[src/rtl/dmac_pkg.sv]
package dmac_pkg;

  typedef enum logic [1:0] {
    ST_IDLE  = 2'd0,
    ST_FETCH = 2'd1,
    ST_CHECK = 2'd2,
    ST_MOVE  = 2'd3
  } dmac_state_e;

  localparam logic [1:0] MODE_SG  = 2'd1;
  localparam logic [1:0] MODE_ONE = 2'd2;

  // bytes per element for a width code, 0 for the illegal code
  function automatic logic [2:0] width_bytes(input logic [1:0] code);
    case (code)
      2'd3:    return 3'd1;
      2'd2:    return 3'd2;
      2'd0:    return 3'd4;
      default: return 3'd0;
    endcase
  endfunction

  function automatic logic [1:0] width_log2(input logic [1:0] code);
    case (code)
      2'd3:    return 2'd0;
      2'd2:    return 2'd1;
      2'd0:    return 2'd2;
      default: return 2'd0;
    endcase
  endfunction

  function automatic logic [31:0] count_limit(input logic [1:0] code);
    case (code)
      2'd0:       return 32'h7FF;
      2'd2, 2'd3: return 32'h3FF;
      default:    return 32'h0;
    endcase
  endfunction

endpackage

[src/rtl/dmac_size_decode.sv]
module dmac_size_decode
  import dmac_pkg::*;
#(
  parameter int WPOS = 12
) (
  input  logic [WPOS+1:0] size_i,
  output logic            legal_o,
  output logic [WPOS-1:0] count_o,
  output logic [2:0]      step_o,
  output logic [1:0]      lg_o
);
  logic [1:0] wcode;

  always_comb begin
    wcode   = size_i[WPOS+1:WPOS];
    count_o = size_i[WPOS-1:0];
    step_o  = width_bytes(wcode);
    lg_o    = width_log2(wcode);
    legal_o = (wcode != 2'd1) && (32'(count_o) <= count_limit(wcode));
  end
endmodule

[src/rtl/dmac_desc_fetch.sv]
module dmac_desc_fetch #(
  parameter int AW = 32
) (
  input  logic          clk,
  input  logic          rst_n,
  input  logic          kick_i,
  input  logic [AW-1:0] base_i,
  output logic          dsc_req_o,
  output logic [AW-1:0] dsc_addr_o,
  input  logic          dsc_ack_i,
  output logic          word_we_o,
  output logic [1:0]    word_idx_o,
  output logic          done_o
);
  logic          busy_q;
  logic [1:0]    idx_q;
  logic [AW-1:0] base_q;

  assign dsc_req_o  = busy_q;
  assign dsc_addr_o = base_q + AW'({idx_q, 2'b00});
  assign word_we_o  = busy_q && dsc_ack_i;
  assign word_idx_o = idx_q;
  assign done_o     = word_we_o && (idx_q == 2'd3);

  always_ff @(posedge clk or negedge rst_n) begin
    if (!rst_n) begin
      busy_q <= 1'b0;
      idx_q  <= 2'd0;
      base_q <= '0;
    end else if (kick_i) begin
      busy_q <= 1'b1;
      idx_q  <= 2'd0;
      base_q <= base_i;
    end else if (word_we_o) begin
      idx_q <= idx_q + 2'd1;
      if (idx_q == 2'd3) busy_q <= 1'b0;
    end
  end

  AST_DSC_HOLD: assert property (@(posedge clk) disable iff (!rst_n)
    (dsc_req_o && !dsc_ack_i) |=> (dsc_req_o && $stable(dsc_addr_o)));
  AST_DSC_ALIGN: assert property (@(posedge clk) disable iff (!rst_n)
    dsc_req_o |-> (dsc_addr_o[1:0] == 2'b00));
endmodule

[src/rtl/dmac_elem_mover.sv]
module dmac_elem_mover #(
  parameter int AW = 32,
  parameter int DW = 32
) (
  input  logic          clk,
  input  logic          rst_n,
  input  logic          en_i,
  input  logic [AW-1:0] src_i,
  input  logic [AW-1:0] dst_i,
  output logic          rd_req_o,
  output logic [AW-1:0] rd_addr_o,
  input  logic          rd_ack_i,
  input  logic [DW-1:0] rd_data_i,
  output logic          wr_req_o,
  output logic [AW-1:0] wr_addr_o,
  output logic [DW-1:0] wr_data_o,
  input  logic          wr_ack_i,
  output logic          done_o
);
  typedef enum logic [1:0] {PH_IDLE, PH_READ, PH_WRITE} phase_e;

  phase_e        ph_q;
  logic [AW-1:0] src_q, dst_q;
  logic [DW-1:0] data_q;

  assign rd_req_o  = (ph_q == PH_READ);
  assign rd_addr_o = src_q;
  assign wr_req_o  = (ph_q == PH_WRITE);
  assign wr_addr_o = dst_q;
  assign wr_data_o = data_q;
  assign done_o    = wr_req_o && wr_ack_i;

  always_ff @(posedge clk or negedge rst_n) begin
    if (!rst_n) begin
      ph_q   <= PH_IDLE;
      src_q  <= '0;
      dst_q  <= '0;
      data_q <= '0;
    end else begin
      case (ph_q)
        PH_IDLE: if (en_i) begin
          ph_q  <= PH_READ;
          src_q <= src_i;
          dst_q <= dst_i;
        end
        PH_READ: if (rd_ack_i) begin
          ph_q   <= PH_WRITE;
          data_q <= rd_data_i;
        end
        PH_WRITE: if (wr_ack_i) ph_q <= PH_IDLE;
        default: ph_q <= PH_IDLE;
      endcase
    end
  end

  AST_RD_HOLD: assert property (@(posedge clk) disable iff (!rst_n)
    (rd_req_o && !rd_ack_i) |=> (rd_req_o && $stable(rd_addr_o)));
  AST_WR_HOLD: assert property (@(posedge clk) disable iff (!rst_n)
    (wr_req_o && !wr_ack_i) |=> (wr_req_o && $stable(wr_addr_o) && $stable(wr_data_o)));
endmodule

[src/rtl/dmac_chain_engine.sv]
module dmac_chain_engine
  import dmac_pkg::*;
#(
  parameter int AW   = 32,
  parameter int DW   = 32,
  parameter int WPOS = 12
) (
  input  logic            clk,
  input  logic            rst_n,
  input  logic [1:0]      mode_i,
  input  logic            dir_i,
  input  logic            start_i,
  input  logic [AW-1:0]   cfg_dev_i,
  input  logic [AW-1:0]   cfg_mem_i,
  input  logic [WPOS+1:0] cfg_size_i,
  input  logic [AW-1:0]   cfg_next_i,
  output logic            dsc_req_o,
  output logic [AW-1:0]   dsc_addr_o,
  input  logic            dsc_ack_i,
  input  logic [AW-1:0]   dsc_data_i,
  output logic            rd_req_o,
  output logic [AW-1:0]   rd_addr_o,
  input  logic            rd_ack_i,
  input  logic [DW-1:0]   rd_data_i,
  output logic            wr_req_o,
  output logic [AW-1:0]   wr_addr_o,
  output logic [DW-1:0]   wr_data_o,
  input  logic            wr_ack_i,
  output logic [1:0]      elem_sz_o,
  output logic [1:0]      state_o,
  output logic            irq_o,
  output logic            err_o
);
  localparam int SW = WPOS + 2;

  dmac_state_e   st_q;
  logic [AW-1:0] dev_q, mem_q, next_q;
  logic [SW-1:0] size_q;
  logic          dir_q;
  logic [WPOS-1:0] rem_q;
  logic          irq_q, err_q;

  // decoded descriptor
  logic            dec_legal;
  logic [WPOS-1:0] dec_count;
  logic [2:0]      dec_step;
  logic [1:0]      dec_lg;

  // named internal events
  logic mode_ok, elem_done, desc_end, link_go, abort_now, bad_desc;
  logic fetch_we, fetch_done;
  logic [1:0] fetch_idx;

  dmac_size_decode #(.WPOS(WPOS)) u_dec (
    .size_i (size_q),
    .legal_o(dec_legal),
    .count_o(dec_count),
    .step_o (dec_step),
    .lg_o   (dec_lg)
  );

  dmac_desc_fetch #(.AW(AW)) u_fetch (
    .clk       (clk),
    .rst_n     (rst_n),
    .kick_i    (link_go),
    .base_i    ({next_q[AW-1:2], 2'b00}),
    .dsc_req_o (dsc_req_o),
    .dsc_addr_o(dsc_addr_o),
    .dsc_ack_i (dsc_ack_i),
    .word_we_o (fetch_we),
    .word_idx_o(fetch_idx),
    .done_o    (fetch_done)
  );

  dmac_elem_mover #(.AW(AW), .DW(DW)) u_mover (
    .clk      (clk),
    .rst_n    (rst_n),
    .en_i     (st_q == ST_MOVE),
    .src_i    (dir_q ? mem_q : dev_q),
    .dst_i    (dir_q ? dev_q : mem_q),
    .rd_req_o (rd_req_o),
    .rd_addr_o(rd_addr_o),
    .rd_ack_i (rd_ack_i),
    .rd_data_i(rd_data_i),
    .wr_req_o (wr_req_o),
    .wr_addr_o(wr_addr_o),
    .wr_data_o(wr_data_o),
    .wr_ack_i (wr_ack_i),
    .done_o   (elem_done)
  );

  always_comb begin
    mode_ok   = (mode_i == MODE_SG) || (mode_i == MODE_ONE);
    bad_desc  = (st_q == ST_CHECK) && mode_ok && !dec_legal;
    desc_end  = ((st_q == ST_CHECK) && mode_ok && dec_legal && (dec_count == '0)) ||
                ((st_q == ST_MOVE) && elem_done && (rem_q == WPOS'(1)));
    link_go   = desc_end && next_q[1] && (mode_i == MODE_SG);
    abort_now = ((st_q == ST_CHECK) && !mode_ok) ||
                ((st_q == ST_MOVE) && elem_done && (rem_q != WPOS'(1)) && !mode_ok);
  end

  assign state_o   = st_q;
  assign elem_sz_o = dec_lg;
  assign irq_o     = irq_q;
  assign err_o     = err_q;

  always_ff @(posedge clk or negedge rst_n) begin
    if (!rst_n) begin
      st_q   <= ST_IDLE;
      dev_q  <= '0;
      mem_q  <= '0;
      size_q <= '0;
      next_q <= '0;
      dir_q  <= 1'b0;
      rem_q  <= '0;
      irq_q  <= 1'b0;
      err_q  <= 1'b0;
    end else begin
      irq_q <= desc_end && next_q[0];
      err_q <= bad_desc;
      case (st_q)
        ST_IDLE: if (start_i && mode_ok) begin
          dev_q  <= cfg_dev_i;
          mem_q  <= cfg_mem_i;
          size_q <= cfg_size_i;
          next_q <= cfg_next_i;
          dir_q  <= dir_i;
          st_q   <= ST_CHECK;
        end
        ST_FETCH: begin
          if (fetch_we) begin
            case (fetch_idx)
              2'd0:    dev_q  <= dsc_data_i;
              2'd1:    mem_q  <= dsc_data_i;
              2'd2:    size_q <= dsc_data_i[SW-1:0];
              default: next_q <= dsc_data_i;
            endcase
          end
          if (fetch_done) st_q <= ST_CHECK;
        end
        ST_CHECK: begin
          if (abort_now || bad_desc) st_q <= ST_IDLE;
          else if (desc_end)         st_q <= link_go ? ST_FETCH : ST_IDLE;
          else begin
            rem_q <= dec_count;
            st_q  <= ST_MOVE;
          end
        end
        ST_MOVE: if (elem_done) begin
          mem_q <= mem_q + AW'(dec_step);
          rem_q <= rem_q - WPOS'(1);
          if (desc_end)       st_q <= link_go ? ST_FETCH : ST_IDLE;
          else if (abort_now) st_q <= ST_IDLE;
        end
        default: st_q <= ST_IDLE;
      endcase
    end
  end

  AST_ONE_PORT: assert property (@(posedge clk) disable iff (!rst_n)
    !(rd_req_o && wr_req_o) && !(dsc_req_o && (rd_req_o || wr_req_o)));
  AST_DATA_IN_ACCESS: assert property (@(posedge clk) disable iff (!rst_n)
    (rd_req_o || wr_req_o) |-> (state_o == 2'd3));
  AST_DEV_FIXED: assert property (@(posedge clk) disable iff (!rst_n)
    ((st_q == ST_MOVE) && ($past(st_q) == ST_MOVE)) |-> $stable(dev_q));
  AST_ERR_IDLE: assert property (@(posedge clk) disable iff (!rst_n)
    err_o |-> (state_o == 2'd0));
  AST_IRQ_SINGLE: assert property (@(posedge clk) disable iff (!rst_n)
    irq_o |=> !irq_o);
  AST_ONESHOT_STOP: assert property (@(posedge clk) disable iff (!rst_n)
    (desc_end && (mode_i == MODE_ONE)) |=> (state_o == 2'd0));
  AST_ABORT_QUIET: assert property (@(posedge clk) disable iff (!rst_n)
    abort_now |=> ((state_o == 2'd0) && !irq_o && !rd_req_o));
  AST_START_BUSY: assert property (@(posedge clk) disable iff (!rst_n)
    ((st_q == ST_MOVE) && start_i && !elem_done) |=> (st_q == ST_MOVE));
endmodule

[config.mk]
export PLATFORM = sky130hd
export DESIGN_NAME = dmac_chain_engine
export DESIGN_NICKNAME = d
export VERILOG_FILES = /design/src/rtl/dmac_pkg.sv /design/src/rtl/dmac_size_decode.sv /design/src/rtl/dmac_desc_fetch.sv /design/src/rtl/dmac_elem_mover.sv /design/src/rtl/dmac_chain_engine.sv
export SDC_FILE = /design/constraint.sdc
export NUM_CORES = 1
export LEC_CHECK = 0
export ABC_CLOCK_PERIOD_IN_PS = 6050
export BUFFER_PORTS_ARGS = -buffer_cell sky130_fd_sc_hd__buf_4
export CORE_MARGIN = 5
export CORE_UTILIZATION = 52
export DETAILED_ROUTE_END_ITERATION = 12
export PLACE_DENSITY = 0.77
export SKIP_CTS_REPAIR_TIMING = 1
export SLEW_MARGIN = 30
export SYNTH_ARGS = -nofsm -noshare
export SYNTH_HDL_FRONTEND = slang
export SYNTH_HIERARCHICAL = 1
export SYNTH_SLANG_ARGS = --single-unit
[constraint.sdc]
create_clock -name clk -period 6.05 [get_ports clk]
set_clock_uncertainty 0.1 [all_clocks]
set_input_delay 0.3025 -clock clk [delete_from_list [all_inputs] [get_ports clk]]
set_output_delay 0.3025 -clock clk [all_outputs]
set_load 0.005 [all_outputs]
==> flow_metrics.py, run 1 <==
metrics = {
    "worst_setup_path": {
        "critPathKind": "reg2reg",
        "cp-end-kind": "flop",
        "arrival_ns": 4.14,
        "critPathLaunchType": "flop",
        "crit_fanout": 43,
        "crit_required_ns": 6.39,
    },
    "detailed_routing": {
        "drc": 0,
        "dr.first_iter.drc_count": 1203,
        "final_antenna_net_count": 0,
        "dr.pass1.iters": 6,
        "num_vias": 11900,
        "via_per_inst": 5.91,
        "postRouteWirelength_um": 43000,
        "wire_per_inst_um": 21.3,
    },
    "grt": {
        "antenna_found_initial": 3,
        "grt.total_usage_pct": 25.9,
        "grt_max_degree": 158,
        "grt_pass1_vias": 11400,
        "grt-ovfl-total": 0,
        "grt_pass1_wl_um": 64100,
    },
    "flow_run": {
        "max-cap-violations": 0,
    },
    "timing": {
        "post-route-period-util_pct": 62.9,
        "finalMaxSlewViolations": 0,
        "worst_pin_slew_ns": 0.971,
        "fin_tns_setup_ns": 0,
        "rsz0062_at_grt": "false",
        "setup_viol": 0,
        "fin_ws_ns": 2.25,
        "fmax_mhz": 263,
        "finalHoldViolCount": 26,
        "slew_headroom_pct": 35.2,
        "timing.final.crit_period_ns": 3.80,
        "whs_ns": -0.0415,
    },
    "logic_synthesis": {
        "syn-cell-area_um2": 14100,
        "syn_avg_cell_area_um2": 10.8,
        "synth-seq-area-share_pct": 46.2,
        "synth-main-ff-cell": "dfrtp_1",
        "ys_types": 87,
        "ys_warn_count": 6,
        "synth_seq_cells": 260,
        "synth_edf_count": 0,
        "async_reset_ff_share_pct": 100,
        "postSynthCellCount": 1302,
    },
    "min_path": {
        "hold_class": "in2reg",
    },
    "clock_tree": {
        "cts_buffer_depth": 3,
        "cts_tree": "yes",
        "clock-sinks": 260,
        "clock_latency_ns": 0.55,
        "clkTransAtPathRegs_ns": 0.06,
        "cts_root_buf": "clkbuf_16",
        "cts_buffers": 29,
        "ctsHtreeMaxLevel": 1,
    },
    "power_and_ir_drop": {
        "vdd_drop_max_uv": 375,
        "internal-power_uw": 5670,
        "p_total_uw": 9200,
        "power_density_nw_per_um2": 500,
        "combPwrFrac_pct": 45.8,
        "power_leakage_uw": 0.00806,
        "switching_share_pct": 38.3,
        "switching_power_uw": 3520,
        "seqPwrFrac_pct": 34.8,
        "p_clk_share_pct": 19.4,
    },
    "place": {
        "portBuffers": 319,
        "place_hpwl_um": 29100,
        "gp_congestion": 0.882,
        "pre_cts_ws_ns": 2.19,
    },
    "outcome": {
        "status": "finished with violations",
        "violations": "hold timing",
    },
    "floorplan": {
        "io_pins": 320,
        "fp.dieH_um": 175,
        "num_rows": 60,
        "coreArea_um2": 26800,
        "initial_core_util_pct": 52.6,
        "chipWidth_um": 175,
        "design.die.area_um2": 30500,
    },
    "final_layout": {
        "fin_nets": 1861,
        "area_growth_pct": 30.7,
        "layout-drive-gt1-share_pct": 35.8,
    },
}
power groups by stage:
| stage | sequential (uW) | clock [uW] | combinational, uW |
|---|---|---|---|
| CTS | 3170 | 1810 | 4140 |
| global placement | 3160 | 0 | 4000 |
| detailed placement | 3190 | 0 | 4110 |
| global route | 3300 | 1880 | 4620 |
| floorplan | 3000 | 0 | 2890 |
| finish | 3200 | 1780 | 4210 |
routing by layer:
metal	track usage, %	wire length (um)
met4	7.30	1110
met3	6.17	3070
met2	40.3	20300
met1	36.7	18600
met5	0	0
cells in the final DEF, fill, tap and decap left out, types with 6 or more instances in the layout:
master	Yosys	final
a22o_1	6	6
dlygate4sd3_1	0	85
o22ai_1	18	18
a21oi_1	101	99
inv_1	26	26
nand4_1	25	25
nand2_1	53	53
mux2i_1	86	86
nor2_1	122	120
and2_1	8	8
or3_1	6	6
a221oi_1	13	13
clkinv_2	0	6
a22oi_1	13	13
dfrtp_1	260	259
clkbuf_16	0	29
nor3_1	15	15
mux2_2	177	177
nor4_1	10	10
o2bb2ai_1	6	6
and3_1	10	10
ha_1	20	18
nor2b_1	7	6
nand3_1	28	28
o21ai_0	49	49
a31oi_1	7	7
buf_4	18	330
xnor2_1	24	24
layout make-up:
cell class | count | area (um^2)
fillers | 1934 | 8390
multi-input cells | 918 | 6990
flip-flops and latches | 260 | 6510
repair buffers | 419 | 3420
clock buffers | 37 | 796
well taps | 341 | 427
clock inverters | 14 | 160
inverters | 28 | 108
diodes | 3 | 7.51
sequential cells by signal, summed over array words and instances, names as in the netlist, 2 cells and up:
| register | cells |
|---|---|
| u_mover/wr_addr_o | 32 |
| rem_q | 12 |
| u_fetch/word_idx_o | 2 |
| u_fetch/base_q | 32 |
| u_mover/ph_q | 2 |
| dev_q | 32 |
| state_o | 2 |
| u_mover/rd_addr_o | 32 |
| size_q | 14 |
| mem_q | 32 |
| u_mover/wr_data_o | 32 |
| next_q | 32 |
worst paths after layout:
check	startpoint	to	slack, ns	cells after the start
min in group asynchronous	rst_n	u_mover/wr_data_o[19]$_DFFE_PN0P_	0.32	2
worst max-delay path	state_o[0]$_DFFE_PN0P_	rem_q[4]$_DFFE_PN0P_	2.25	6
worst min register to register	next_q[26]$_DFFE_PN0P_	u_fetch/base_q[26]$_DFFE_PN0P_	0.40	2
max in group asynchronous	rst_n	dir_q$_DFFE_PN0P_	4.04	4
worst min-delay path	cfg_mem_i[2]	mem_q[2]$_DFFE_PN0P_	-0.04	3
worst max register to register	state_o[0]$_DFFE_PN0P_	rem_q[4]$_DFFE_PN0P_	2.25	6
cells in the mapped netlist, types with 10 or more instances:
master	count	share of area, %
buf_2	10	0.36
a221oi_1	13	0.81
nand2_1	53	1.4
o22ai_1	18	0.80
clkbuf_1	57	1.5
a21oi_1	101	3.6
nand3_1	28	0.99
nor4_1	10	0.44
mux2i_1	86	6.1
and3_1	10	0.44
buf_4	18	0.96
a22oi_1	13	0.69
dfrtp_1	260	46
nor3_1	15	0.53
nand4_1	25	1.1
xnor2_1	24	1.5
mux2_2	177	14
ha_1	20	1.8
o21ai_0	49	1.7
inv_1	26	0.69
nor2_1	122	3.3
metrics by stage:
step	hold WS [ns]	util, %	instance area (um^2)	instances
after global routing	-0.00774	68.7	18400	2020
after floorplan	-0.0931	-	14100	1303
after global placement	0.306	61.7	16500	1879
final	-0.0415	68.7	18400	2020
after detailed placement	0.310	61.7	16500	1879
after CTS	-0.268	65.3	17500	1930
worst max-delay path, stage by stage (launching register included):
cell       delay [ns]
dfrtp_1          0.44
ha_2             0.86
clkinv_1         0.71
buf_4            0.45
o2bb2ai_1        0.77
mux2i_1          0.27
nand2_1          0.06
cells by family (layout without fill, tap and decap cells):
family | Yosys count | in the layout | share of synthesized area, %
AND/OR/NAND/NOR | 330 | 330 | 12.3
multiplexers | 268 | 268 | 20.8
AO/OA/AOI/OAI | 267 | 267 | 12.1
flip-flops | 260 | 260 | 46.2
buffers and inverters | 125 | 498 | 4.77
XOR/XNOR | 29 | 29 | 1.80
adder cells (fa/ha/maj) | 22 | 22 | 2.06
other | 1 | 5 | 0.0266
(Power assumes the default switching activity.)
==> run 2: changes to the inputs <==
--- a/config.mk
+++ b/config.mk
@@ -5,12 +5,12 @@
 export SDC_FILE = /design/constraint.sdc
 export NUM_CORES = 1
 export LEC_CHECK = 0
-export ABC_CLOCK_PERIOD_IN_PS = 6050
+export ABC_CLOCK_PERIOD_IN_PS = 3500
 export BUFFER_PORTS_ARGS = -buffer_cell sky130_fd_sc_hd__buf_4
 export CORE_MARGIN = 5
-export CORE_UTILIZATION = 52
+export CORE_UTILIZATION = 50
 export DETAILED_ROUTE_END_ITERATION = 12
-export PLACE_DENSITY = 0.77
+export PLACE_DENSITY = 0.78
 export SKIP_CTS_REPAIR_TIMING = 1
 export SLEW_MARGIN = 30
 export SYNTH_ARGS = -nofsm -noshare
==> constraint.sdc (replaced) <==
create_clock -name clk -period 3.5 [get_ports clk]
set_clock_uncertainty 0.1 [all_clocks]
set_input_delay 0.175 -clock clk [delete_from_list [all_inputs] [get_ports clk]]
set_output_delay 0.175 -clock clk [all_outputs]
set_load 0.005 [all_outputs]
==> run 2 against run 1 <==
Effect of this change: the flow still finishes with violations (hold timing); setup slack worse by 2.1 ns; clock-buffer cell count up 4; flip-flop and latch count unchanged; utilization up 3.3 points; sequential share of layout area down 2.8 points; sequential power up 75%; wire length up 12%; critical endpoint is now u_fetch/base_q[29]$_DFFE_PN0P_.
==> flow_metrics.py, run 2 (synthesis gave the netlist of run 1 again) <==
metrics = {
    "power_and_ir_drop": {
        "p_total_uw": 16700,
        "switching_share_pct": 38.4,
        "internal-power_uw": 10300,
        "switching_power_uw": 6430,
        "power_leakage_uw": 0.00872,
        "power_density_nw_per_um2": 837,
        "seqPwrFrac_pct": 33.4,
        "combPwrFrac_pct": 48.3,
        "p_clk_share_pct": 18.4,
        "vdd_drop_max_uv": 578,
    },
    "final_layout": {
        "finalNonFillerCells": 2206,
        "final_common_cell": "buf_4",
        "fill_cells": 1897,
        "area_growth_pct": 41.9,
        "final_cell_mix": "buf_4 (334), dfrtp_1 (259), dlygate4sd3_1 (226)",
        "fin_nets": 2009,
        "layout-drive-gt1-share_pct": 33.6,
        "fin_util_pct": 72.0,
    },
    "clock_tree": {
        "clkTransAtPathRegs_ns": 0.06,
        "cts_tree": "yes",
        "clock_latency_ns": 0.53,
        "cts_buffers": 28,
        "clock-sinks": 260,
        "cts_root_buf": "clkbuf_16",
        "ctsHtreeMaxLevel": 1,
        "cts_buffer_depth": 3,
    },
    "worst_setup_path": {
        "arrival_ns": 3.65,
        "crit_fanout": 19,
        "crit_required_ns": 3.80,
        "crit_path_cell_trace": "nand2b_4 -> inv_4 -> ha_1 -> a21o_1 -> a2111oi_2 -> a32o_2 -> and3b_1 -> nand4_1 -> and2_1 -> nor2b_4 -> buf_12 -> mux2_2",
        "cpPeakStageDelay_ns": 0.42,
        "critPathKind": "reg2reg",
        "critPathTopFamily": "simple AND/OR/NAND/NOR gates",
        "crit_start": "size_q[13]$_DFFE_PN0P_",
        "r2r_start": "size_q[13]$_DFFE_PN0P_",
        "cpMaxStageDelayCell": "dfrtp_1",
        "crit_buf_inv": 2,
        "critPathLaunchType": "flop",
        "cp-end-kind": "flop",
    },
    "floorplan": {
        "fp.dieH_um": 178,
        "initial_core_util_pct": 50.7,
        "io_pins": 320,
        "design.die.area_um2": 31600,
        "coreArea_um2": 27800,
        "chipWidth_um": 178,
        "num_rows": 61,
    },
    "timing": {
        "finalMaxSlewViolations": 0,
        "fin_ws_ns": 0.152,
        "post-route-period-util_pct": 95.6,
        "rsz0062_at_grt": "false",
        "timing.final.crit_period_ns": 3.35,
        "worst_pin_slew_ns": 0.914,
        "finalHoldViolCount": 11,
        "fmax_mhz": 299,
        "fin_tns_setup_ns": 0,
        "whs_ns": -0.0340,
        "setup_viol": 0,
        "slew_headroom_pct": 38.7,
    },
    "grt": {
        "antenna_found_initial": 6,
        "grt_pass1_wl_um": 64000,
        "grt-ovfl-total": 0,
        "grt_pass1_vias": 11500,
        "grt.total_usage_pct": 25.4,
        "grt_max_degree": 105,
    },
    "flow_run": {
        "max-cap-violations": 0,
    },
    "min_path": {
        "hold_class": "in2reg",
        "hp-start": "dsc_data_i[6]",
    },
    "place": {
        "place_hpwl_um": 30400,
        "pre_cts_ws_ns": 0.158,
        "dpl.cell_count": 1925,
        "portBuffers": 319,
        "gp_congestion": 0.885,
    },
    "detailed_routing": {
        "final_antenna_net_count": 0,
        "wire_per_inst_um": 21.7,
        "drc": 0,
        "top_layer": "met5",
        "wl_met1_um": 18800,
        "postRouteWirelength_um": 48000,
        "num_vias": 12900,
        "met2_length_um": 23800,
        "via_per_inst": 5.83,
        "dr.pass1.iters": 7,
        "dr.first_iter.drc_count": 1064,
        "wl_met3_um": 3350,
    },
    "outcome": {
        "violations": "hold timing",
        "status": "finished with violations",
    },
}
-- run 2: changes by cell type in the layout (fill, tap and decap cells not counted), sizes merged --
cell         delta
clkbuf          +5
buf             +7
dlygate4sd3   +141
diode           +1
inv             -2
clkinv          -1
clkinvlp        -1
bufinv          -1
-- run 2: path summary, 6_finish.rpt --
kind                       cells after the start  slack [ns]                           endpoint
min                                            3       -0.03              next_q[6]$_DFFE_PN0P_
max reg2reg                                   12        0.15     u_fetch/base_q[29]$_DFFE_PN0P_
max in group asynchronous                      3        2.21               rem_q[7]$_DFFE_PN0P_
min in group asynchronous                      2        0.15  u_mover/wr_data_o[18]$_DFFE_PN0P_
min reg2reg                                    2        0.39     u_fetch/base_q[11]$_DFFE_PN0P_
max                                           12        0.15     u_fetch/base_q[29]$_DFFE_PN0P_
-- run 2: through the flow --
stage,instance area [um^2],hold WS [ns]
after global routing,20000,-0.0251
after floorplan,14100,-0.221
after CTS,17700,-0.413
after global placement,16700,0.155
final,20000,-0.0340
after detailed placement,16700,0.159
-- run 2: cell type report --
type	instances	area, um^2	area share [%]
Antenna cell	4	10.0	0.0501
Clock buffer	41	861	4.31
Clock inverter	9	100	0.501
Inverter	28	108	0.538
Multi-Input combinational cell	918	7000	35.0
Sequential cell	260	6510	32.6
Tap cell	378	473	2.37
Timing Repair Buffer	568	4930	24.7
-- run 2: layer usage --
metal	up-vias	track usage, %
li1	5756	-
met1	6351	35.0
met2	601	40.5
met3	147	5.73
met4	4	7.51
met5	-	0
-- run 2: power by group through the flow --
stage | logic, uW | clock network, uW | registers (uW)
3_3_place_gp | 7020 | 0 | 5440
5_1_grt | 8750 | 3260 | 5740
6_report | 8080 | 3070 | 5590
2_1_floorplan | 4990 | 0 | 5180
3_5_place_dp | 7260 | 0 | 5520
4_1_cts | 7300 | 3100 | 5490
-- run 2: worst register-to-register path, stage by stage (launching register included) --
cell       delay [ns]
dfrtp_1          0.42
nand2b_4         0.19
inv_4            0.11
ha_1             0.25
a21o_1           0.19
a2111oi_2        0.36
a32o_2           0.25
and3b_1          0.21
nand4_1          0.09
and2_1           0.25
nor2b_4          0.22
buf_12           0.19
mux2_2           0.37
